## src/rtl/ts_pkg.sv

```systemverilog
package ts_pkg;
    localparam int unsigned WORD_W = 32;
    localparam int unsigned ADR_W  = 4;

    localparam logic [ADR_W-1:0] OFS_LO   = 4'h0;
    localparam logic [ADR_W-1:0] OFS_HI   = 4'h4;
    localparam logic [ADR_W-1:0] OFS_CTRL = 4'h8;

    typedef enum logic [1:0] {
        SEL_LO,
        SEL_HI,
        SEL_CTRL,
        SEL_NONE
    } reg_sel_e;

    function automatic reg_sel_e decode_addr(input logic [ADR_W-1:0] a);
        if (a == OFS_LO)        return SEL_LO;
        else if (a == OFS_HI)   return SEL_HI;
        else if (a == OFS_CTRL) return SEL_CTRL;
        else                    return SEL_NONE;
    endfunction
endpackage

```

## src/rtl/ts_count_core.sv

```systemverilog
module ts_count_core #(
    parameter int unsigned HALF_W = 32,
    parameter logic [2*HALF_W-1:0] INIT = '0
) (
    input  logic              clk,
    input  logic              rst_n,
    input  logic              inc_i,
    output logic [HALF_W-1:0] lo_o,
    output logic [HALF_W-1:0] hi_o,
    output logic              hi_step_o
);
    localparam int unsigned FULL_W = 2 * HALF_W;

    typedef struct packed {
        logic [HALF_W-1:0] hi;
        logic [HALF_W-1:0] lo;
    } cnt_t;

    cnt_t cnt_d, cnt_q;
    logic carry;

    always_comb begin
        cnt_d = cnt_q;
        carry = inc_i & (&cnt_q.lo);
        if (inc_i) begin
            cnt_d.lo = cnt_q.lo + 1'b1;
        end
        if (carry) begin
            cnt_d.hi = cnt_q.hi + 1'b1;
        end
    end

    always_ff @(posedge clk) begin
        if (!rst_n) begin
            cnt_q <= cnt_t'(INIT);
        end else begin
            cnt_q <= cnt_d;
        end
    end

    assign lo_o      = cnt_q.lo;
    assign hi_o      = cnt_q.hi;
    assign hi_step_o = carry;

    // one step per enabled cycle, with wrap
    a_r3_step: assert property (@(posedge clk) disable iff (!rst_n)
        inc_i |=> ({hi_o, lo_o} == FULL_W'($past({hi_o, lo_o}) + 1'b1)));
    // hold while disabled
    a_r3_hold: assert property (@(posedge clk) disable iff (!rst_n)
        !inc_i |=> $stable({hi_o, lo_o}));
endmodule

```

## src/rtl/ts_read_tracker.sv

```systemverilog
module ts_read_tracker (
    input  logic clk,
    input  logic rst_n,
    input  logic rd_lo_i,
    input  logic rd_hi_i,
    input  logic exc_i,
    input  logic hi_step_i,
    output logic good_o
);
    typedef struct packed {
        logic open;
        logic err;
        logic good;
    } trk_t;

    trk_t trk_d, trk_q;

    always_comb begin
        trk_d = trk_q;
        if (rd_lo_i) begin
            trk_d.open = 1'b1;
            trk_d.err  = exc_i | hi_step_i;
        end else if (rd_hi_i) begin
            trk_d.good = trk_q.open & ~trk_q.err & ~exc_i;
            trk_d.open = 1'b0;
            trk_d.err  = 1'b0;
        end else if (trk_q.open) begin
            trk_d.err = trk_q.err | exc_i | hi_step_i;
        end
    end

    always_ff @(posedge clk) begin
        if (!rst_n) begin
            trk_q <= '0;
        end else begin
            trk_q <= trk_d;
        end
    end

    assign good_o = trk_q.good;

    // LOW read opens the window
    a_r4_open: assert property (@(posedge clk) disable iff (!rst_n)
        rd_lo_i |=> trk_q.open);
    // HIGH read closes the window
    a_r7_close: assert property (@(posedge clk) disable iff (!rst_n)
        (rd_hi_i && !rd_lo_i) |=> !trk_q.open);
    // orphan HIGH read is never good
    a_r7_orphan: assert property (@(posedge clk) disable iff (!rst_n)
        (rd_hi_i && !trk_q.open) |=> !good_o);
    // interrupt in the HIGH read cycle spoils the pair
    a_r5_exc_hi: assert property (@(posedge clk) disable iff (!rst_n)
        (rd_hi_i && exc_i) |=> !good_o);
    // status only moves on a HIGH read
    a_r9_status_hold: assert property (@(posedge clk) disable iff (!rst_n)
        !rd_hi_i |=> $stable(good_o));
endmodule

```

## src/rtl/ts_reg_if.sv

```systemverilog
module ts_reg_if
    import ts_pkg::*;
#(
    parameter int unsigned DATA_W = 32,
    parameter int unsigned ADDR_W = 4
) (
    input  logic              clk,
    input  logic              rst_n,
    input  logic              rd_en_i,
    input  logic              wr_en_i,
    input  logic [ADDR_W-1:0] addr_i,
    input  logic [DATA_W-1:0] wdata_i,
    input  logic [DATA_W-1:0] lo_i,
    input  logic [DATA_W-1:0] hi_i,
    input  logic              good_i,
    output logic              rd_lo_o,
    output logic              rd_hi_o,
    output logic              run_en_o,
    output logic [DATA_W-1:0] rdata_o
);
    typedef struct packed {
        logic [DATA_W-1:0] rdata;
        logic              run_en;
    } rif_t;

    rif_t     rif_d, rif_q;
    reg_sel_e sel;
    logic [DATA_W-1:0] ctrl_word;

    always_comb begin
        sel       = decode_addr(ADR_W'(addr_i));
        ctrl_word = '0;
        ctrl_word[DATA_W-1] = good_i;
        ctrl_word[0]        = rif_q.run_en;

        rif_d = rif_q;
        if (rd_en_i) begin
            unique case (sel)
                SEL_LO:   rif_d.rdata = lo_i;
                SEL_HI:   rif_d.rdata = hi_i;
                SEL_CTRL: rif_d.rdata = ctrl_word;
                default:  rif_d.rdata = '0;
            endcase
        end
        if (wr_en_i && sel == SEL_CTRL) begin
            rif_d.run_en = wdata_i[0];
        end
    end

    always_ff @(posedge clk) begin
        if (!rst_n) begin
            rif_q.rdata  <= '0;
            rif_q.run_en <= 1'b1;
        end else begin
            rif_q <= rif_d;
        end
    end

    assign rd_lo_o  = rd_en_i && (sel == SEL_LO);
    assign rd_hi_o  = rd_en_i && (sel == SEL_HI);
    assign run_en_o = rif_q.run_en;
    assign rdata_o  = rif_q.rdata;

    // reserved CTRL bits read zero
    a_r8_ctrl_zero: assert property (@(posedge clk) disable iff (!rst_n)
        (rd_en_i && addr_i == ADDR_W'(OFS_CTRL)) |=> (rdata_o[DATA_W-2:1] == '0));
    // enable bit follows a CTRL write
    a_r8_en_write: assert property (@(posedge clk) disable iff (!rst_n)
        (wr_en_i && addr_i == ADDR_W'(OFS_CTRL)) |=> (run_en_o == $past(wdata_i[0])));
    // read data is held between reads
    a_r2_hold: assert property (@(posedge clk) disable iff (!rst_n)
        !rd_en_i |=> $stable(rdata_o));
endmodule

```

## src/rtl/split_ts_counter.sv

```systemverilog
module split_ts_counter #(
    parameter int unsigned DATA_W = 32,
    parameter int unsigned ADDR_W = 4,
    parameter logic [2*DATA_W-1:0] CNT_INIT = '0
) (
    input  logic              clk,
    input  logic              rst_n,
    input  logic              cnt_en_i,
    input  logic              rd_en_i,
    input  logic              wr_en_i,
    input  logic [ADDR_W-1:0] addr_i,
    input  logic [DATA_W-1:0] wdata_i,
    input  logic              exc_i,
    output logic [DATA_W-1:0] rdata_o
);
    logic [DATA_W-1:0] lo_w, hi_w;
    logic hi_step_w, good_w, rd_lo_w, rd_hi_w, run_en_w, inc_w;

    assign inc_w = cnt_en_i & run_en_w;

    ts_count_core #(.HALF_W(DATA_W), .INIT(CNT_INIT)) u_count (
        .clk       (clk),
        .rst_n     (rst_n),
        .inc_i     (inc_w),
        .lo_o      (lo_w),
        .hi_o      (hi_w),
        .hi_step_o (hi_step_w)
    );

    ts_read_tracker u_track (
        .clk       (clk),
        .rst_n     (rst_n),
        .rd_lo_i   (rd_lo_w),
        .rd_hi_i   (rd_hi_w),
        .exc_i     (exc_i),
        .hi_step_i (hi_step_w),
        .good_o    (good_w)
    );

    ts_reg_if #(.DATA_W(DATA_W), .ADDR_W(ADDR_W)) u_regs (
        .clk      (clk),
        .rst_n    (rst_n),
        .rd_en_i  (rd_en_i),
        .wr_en_i  (wr_en_i),
        .addr_i   (addr_i),
        .wdata_i  (wdata_i),
        .lo_i     (lo_w),
        .hi_i     (hi_w),
        .good_i   (good_w),
        .rd_lo_o  (rd_lo_w),
        .rd_hi_o  (rd_hi_w),
        .run_en_o (run_en_w),
        .rdata_o  (rdata_o)
    );

    // an upper-word carry during an open window spoils the pair
    logic carry_seen_q;
    always_ff @(posedge clk) begin
        if (!rst_n) begin
            carry_seen_q <= 1'b0;
        end else if (rd_lo_w) begin
            carry_seen_q <= hi_step_w;
        end else if (rd_hi_w) begin
            carry_seen_q <= 1'b0;
        end else begin
            carry_seen_q <= carry_seen_q | hi_step_w;
        end
    end
    a_r6_carry_torn: assert property (@(posedge clk) disable iff (!rst_n)
        (rd_hi_w && carry_seen_q) |=> !good_w);
endmodule

```

## config.mk

```make
export PLATFORM = sky130hd
export DESIGN_NAME = split_ts_counter
export DESIGN_NICKNAME = d
export VERILOG_FILES = /design/src/rtl/ts_pkg.sv /design/src/rtl/ts_count_core.sv /design/src/rtl/ts_read_tracker.sv /design/src/rtl/ts_reg_if.sv /design/src/rtl/split_ts_counter.sv
export SDC_FILE = /design/constraint.sdc
export NUM_CORES = 1
export LEC_CHECK = 0
export BUFFER_PORTS_ARGS = -buffer_cell sky130_fd_sc_hd__buf_2
export CORE_ASPECT_RATIO = 2
export CORE_MARGIN = 5
export CORE_UTILIZATION = 55
export CTS_CLUSTER_DIAMETER = 120
export CTS_CLUSTER_SIZE = 28
export DETAILED_ROUTE_END_ITERATION = 7
export GPL_ROUTABILITY_DRIVEN = 0
export PLACE_DENSITY = 0.78
export SYNTH_ARGS = -nofsm -noshare
export SYNTH_HDL_FRONTEND = slang
export SYNTH_HIERARCHICAL = 1
export SYNTH_SLANG_ARGS = --single-unit
```

## constraint.sdc

```tcl
create_clock -name clk -period 6.05 [get_ports clk]
set_input_delay 0.3025 -clock clk [delete_from_list [all_inputs] [get_ports clk]]
set_output_delay 0.3025 -clock clk [all_outputs]
set_load 0.005 [all_outputs]
```

# Word level (Yosys, flattened, before mapping)
# Cells that the tools add are included.
[totals]
register_bits = 100
input_bits = 42
output_inout_bits = 32
elab_cells = 40
[classes]
addsub = 2
eq_ne = 4
muxes = 8
n_bitwise = 10
reduce_logical = 9
[ops]
columns = ["op", "count"]
rows = [
  ["$pmux 32 s3", 1],
  ["$add 32x1->32 const B", 2],
  ["$reduce_and 32->1", 1],
  ["$mux 2", 3],
  ["$and 1x1->1", 4],
  ["$eq 4x3->1 const B", 1],
  ["$eq 4x4->1 const B", 1],
  ["$logic_not 4->1", 1],
  ["$mux 1", 4],
  ["$logic_and 1x1->1", 3],
  ["$not 1->1", 3],
  ["$or 1x1->1", 3],
  ["$reduce_bool 3->1", 1],
  ["$eq 2x1->1 const B", 1],
  ["$eq 2x2->1 const B", 1],
  ["$logic_not 2->1", 1],
  ["$reduce_and 2->1", 1],
  ["$reduce_bool 2->1", 1],
]

# Depth between registers and ports, before layout
[depth]
ltp_word = 8
depth_mapped = 9
depth_no_buf = 6

# Cells and area by module
# Netlist, hierarchy kept.
[modules_own_cells]
columns = ["mod", "n_inst", "cells_per_inst", "area_per_inst_um2", "seq_area_each_um2"]
rows = [
  ["ts_count_core", 1, 355, 3005.4, 1281.2],
  ["ts_reg_if", 1, 191, 1851.8, 660.6],
  ["ts_read_tracker", 1, 12, 123.9, 60.1],
  ["split_ts_counter", 1, 1, 6.3, 0.0],
]

# Least setup slack after synthesis
# OpenSTA, ideal clock, no wires.
[synth_path]
path_type = "register -> register"
start = "register u_regs.rif_q (netlist bit u_regs/run_en_o)"
end = "register u_count.cnt_q (netlist bit u_count/hi_o[13])"
setup_time_ns = 0.070
arrival_time_ns = 2.565
required_ns = 5.980
path_slack_ns = 3.415
path_stages_with_launch = 10
path_buffers = 3
synth_period_minus_slack_ns = 2.635
path_cell_list = "dfxtp_1 -> and2_1 -> buf_2 -> nand4_1 -> or4_1 -> buf_6 -> or4_4 -> buf_6 -> or4_1 -> a21oi_1"
[synth_between]
elab_chain_cells = 2
[synth_lines]
columns = ["item", "line", "text"]
rows = [
  ["start, declared", "ts_reg_if.sv:26", "rif_t rif_d, rif_q;"],
  ["start signal, assigned", "ts_reg_if.sv:55", "rif_q <= rif_d;"],
  ["$and 1x1->1", "split_ts_counter.sv:19", "assign inc_w = cnt_en_i & run_en_w;"],
  ["named net inc_w", "split_ts_counter.sv:17", "logic hi_step_w, good_w, rd_lo_w, rd_hi_w, run_en_w, inc_w;"],
  ["$and 1x1->1", "ts_count_core.sv:24", "carry = inc_i & (&cnt_q.lo);"],
  ["end signal, assigned", "ts_count_core.sv:35", "cnt_q <= cnt_t'(INIT);"],
  ["end signal, assigned", "ts_count_core.sv:37", "cnt_q <= cnt_d;"],
  ["end, declared", "ts_count_core.sv:19", "cnt_t cnt_d, cnt_q;"],
]
# The timed path passes the listed nets, and every way through them passes these cells.
# A chain may end at the register's enable or synchronous reset.

# Final worst setup path
[layout_path]
start = "register u_regs.rif_q (netlist bit u_regs/run_en_o)"
end = "register u_count.cnt_q (netlist bit u_count/hi_o[24])"
# Same word-level chain as after synthesis.

==> impl_results.md <==
- Synth area leaders: dfxtp_1, o22ai_2, mux2i_1
- Chip height: 145 um
- Fmax: 326 MHz
- Final wirelength: 11600 um
- Final worst slack: 2980 ps
- Post-detail-place hpwl: 8020 um
- Detailed Route Iter0 Violations: 271
- EDFF count, synth: 0
- Critical path launch point: u_regs/run_en_o
- Leak: 1.86 nW
- Average wire per standard cell: 16.8 um
- Multi-input gate area: 0.00264 sq mm
- Status: finished, final reports clean
- PortBufs: 42
- First-pass DRT Iterations: 5
- Cell Area, Synth: 0.00499 sq mm
- Core area: 0.00895 sq mm
- Distinct cells, synth: 43
- Placed Instances: 672
- CP Max Fanout: 20
- Clock transition at path regs: 70 ps
- Die Span X: 77.3 um
- Yosys top cell area share: 0.401
- Power per standard cell area: 236 mW/mm^2
- Mapped Nets: 603
- Antenna violations before repair: 0
- Diodes inserted: 0
- Number of CTS-inserted buffers: 9
- Initial Util: 0.557
- Commonest cells post-synth: dfxtp_1, nor2_1, inv_1
- Vias in the first global route: 3923
- Post-Syn Area per Cell: 8.92 sq um
- RSZ-0062 raised after global routing: false
- Worst-skew pair later-pin latency: 350 ps
- Least-Margin Pin Slew: 1100 ps
- Post-Syn Instances: 559
- Num rows: 49
- Largest net degree at the start of global routing: 65
- Endpoints failing setup: 0
- Worst r2r src: u_regs/run_en_o
- TNS Setup: 0 ps
- Die Area: 0.0112 sq mm
- Total number of vias: 4190
- Critical Path RT: 6310 ps
- Final period util: 0.508
- Dominant cell type by area after synthesis: dfxtp_1
- CTS max path bufs: 2
- Cells on worst reg2reg path: 6
- Layout Skew: 7.94 ps
- Pre-CTS WS: 3040 ps
- Reg-to-reg critical path endpoint: u_count/hi_o[24]
- Worst hold path class: input pin to register
- Final nets: 625
- Critical path class: register to register
- Post-CTS resize count: 0
- Worst EP arrival: 3330 ps
- Layout fillers: 767
- Global route overflow: 0
- Final Max Tran Viols: 0
- Most common cell in the netlist: dfxtp_1
- Worst setup SP type: register
- # hold bufs at CTS: 0
- DRC viols: 0
- CTS tree: built
- Max-cap viol count: 0
- Worst setup EP type: register
- Post-route ant nets: 0
- Area grow syn2layout: 9.33%
- FFs w/ async S/R, synth: 0
- Total GRT Usage: 0.209
- Min cycle time layout: 3070 ps
- Root buffer cell: clkbuf_16
- Clock Sinks: 100
- Layout Cells excl Fill: 688
- Top Ports: 74
- Maximum VDD drop: 0.228 mV
- Layout cells sized above 1: 0.164
- Synth Register Bits: 100
- YS warnings: 6
- Critical Path End: u_count/hi_o[24]
- Flop2flop setup slack: 2980 ps
- Post-DR vias/cell: 6.09
- First-pass GRT wire length: 18800 um
- H-tree lvl count: 3
- Register Area: 0.00200 sq mm
- Worst slew margin: 0.263
- Final Hold Vio Count: 0
- Top FF cell, synth: dfxtp_1
- Post-CTS Setup Inserts: 0
- Sequential area share after synthesis: 0.401
## placed cells by master (no fill, tap or decap), drive strengths merged, types with 20 or more instances in the layout
| cell type | n |
|---|---|
| inv | 42 |
| dfxtp | 100 |
| mux2i | 34 |
| xnor2 | 27 |
| o22ai | 31 |
| and2 | 32 |
| nand4 | 25 |
| nor2 | 43 |
| nand2 | 20 |
| buf | 43 |
| a21oi | 31 |
## power by group
group          leakage, nW  switching, mW  internal (mW)
registers            0.806        0.00246          0.660
clock network        0.142          0.240          0.343
logic                0.909         0.0295         0.0130
## kinds of logic (layout without fill, tap and decap cells)
kind of cell               count (synthesis)  after routing  share of synthesized area
DFF                                      100            100                      0.401
muxes                                     34             34                     0.0682
xor gates and xnor gates                  35             35                     0.0615
buffers and inverters                     74            101                     0.0687
adders and majority gates                  2              2                    0.00502
and+or+nand+nor                          219            219                      0.250
AOI/OAI and AO/OA                         95             95                      0.146
## layout make-up
cell class / instances / share of cell area
multi-input cells: 385 / 0.485
flip-flops and latches: 100 / 0.367
clock buffers: 13 / 0.0477
repair buffers: 43 / 0.0399
inverters: 42 / 0.0289
well taps: 102 / 0.0234
clock inverters: 3 / 0.00826
## worst min path at each step
stage,from,end,cells past startpoint
floorplan,rst_n,u_track/trk_q[2],1
global placement,u_count/hi_o[31],u_count/hi_o[31],2
detailed placement,u_track/good_o,u_track/good_o,2
CTS,wdata_i[0],u_regs/run_en_o,3
global route,wdata_i[0],u_regs/run_en_o,3
finish,wdata_i[0],u_regs/run_en_o,3
## critical path, stage by stage (launching register included)
cell	delay, ps
dfxtp_1	370
and2_1	310
nand4_1	160
nor4_1	660
nand3_1	640
or4_1	680
a21oi_1	160
## flip-flops by register name, summed over array words and instances (netlist names)
name             cells
u_regs/rdata_o      32
u_track/trk_q        2
u_track/good_o       1
u_regs/run_en_o      1
u_count/hi_o        32
u_count/lo_o        32
## metal layers
metal / part of all wire / vias to the layer above / wire length (um) / global-route usage
met2: 0.53 / 126 / 6140 / 0.390
met3: 0.042 / 27 / 492 / 0.0372
met1: 0.39 / 2013 / 4550 / 0.225
met5: 0 / - / 0 / 0
li1: - / 2024 / - / -
met4: 0.034 / 0 / 392 / 0.0969
## stage by stage
step | util | hold WS [ps] | power (mW) | area [sq um]
3_5_place_dp | 0.575 | 476 | 0.720 | 5150
2_1_floorplan | - | 420 | 0.711 | 4990
4_1_cts | 0.609 | 228 | 1.30 | 5450
3_3_place_gp | 0.575 | 460 | 0.719 | 5150
6_report | 0.609 | 227 | 1.29 | 5450
5_1_grt | 0.609 | 235 | 1.33 | 5450
No activity file was read; power rests on OpenSTA's default activity.
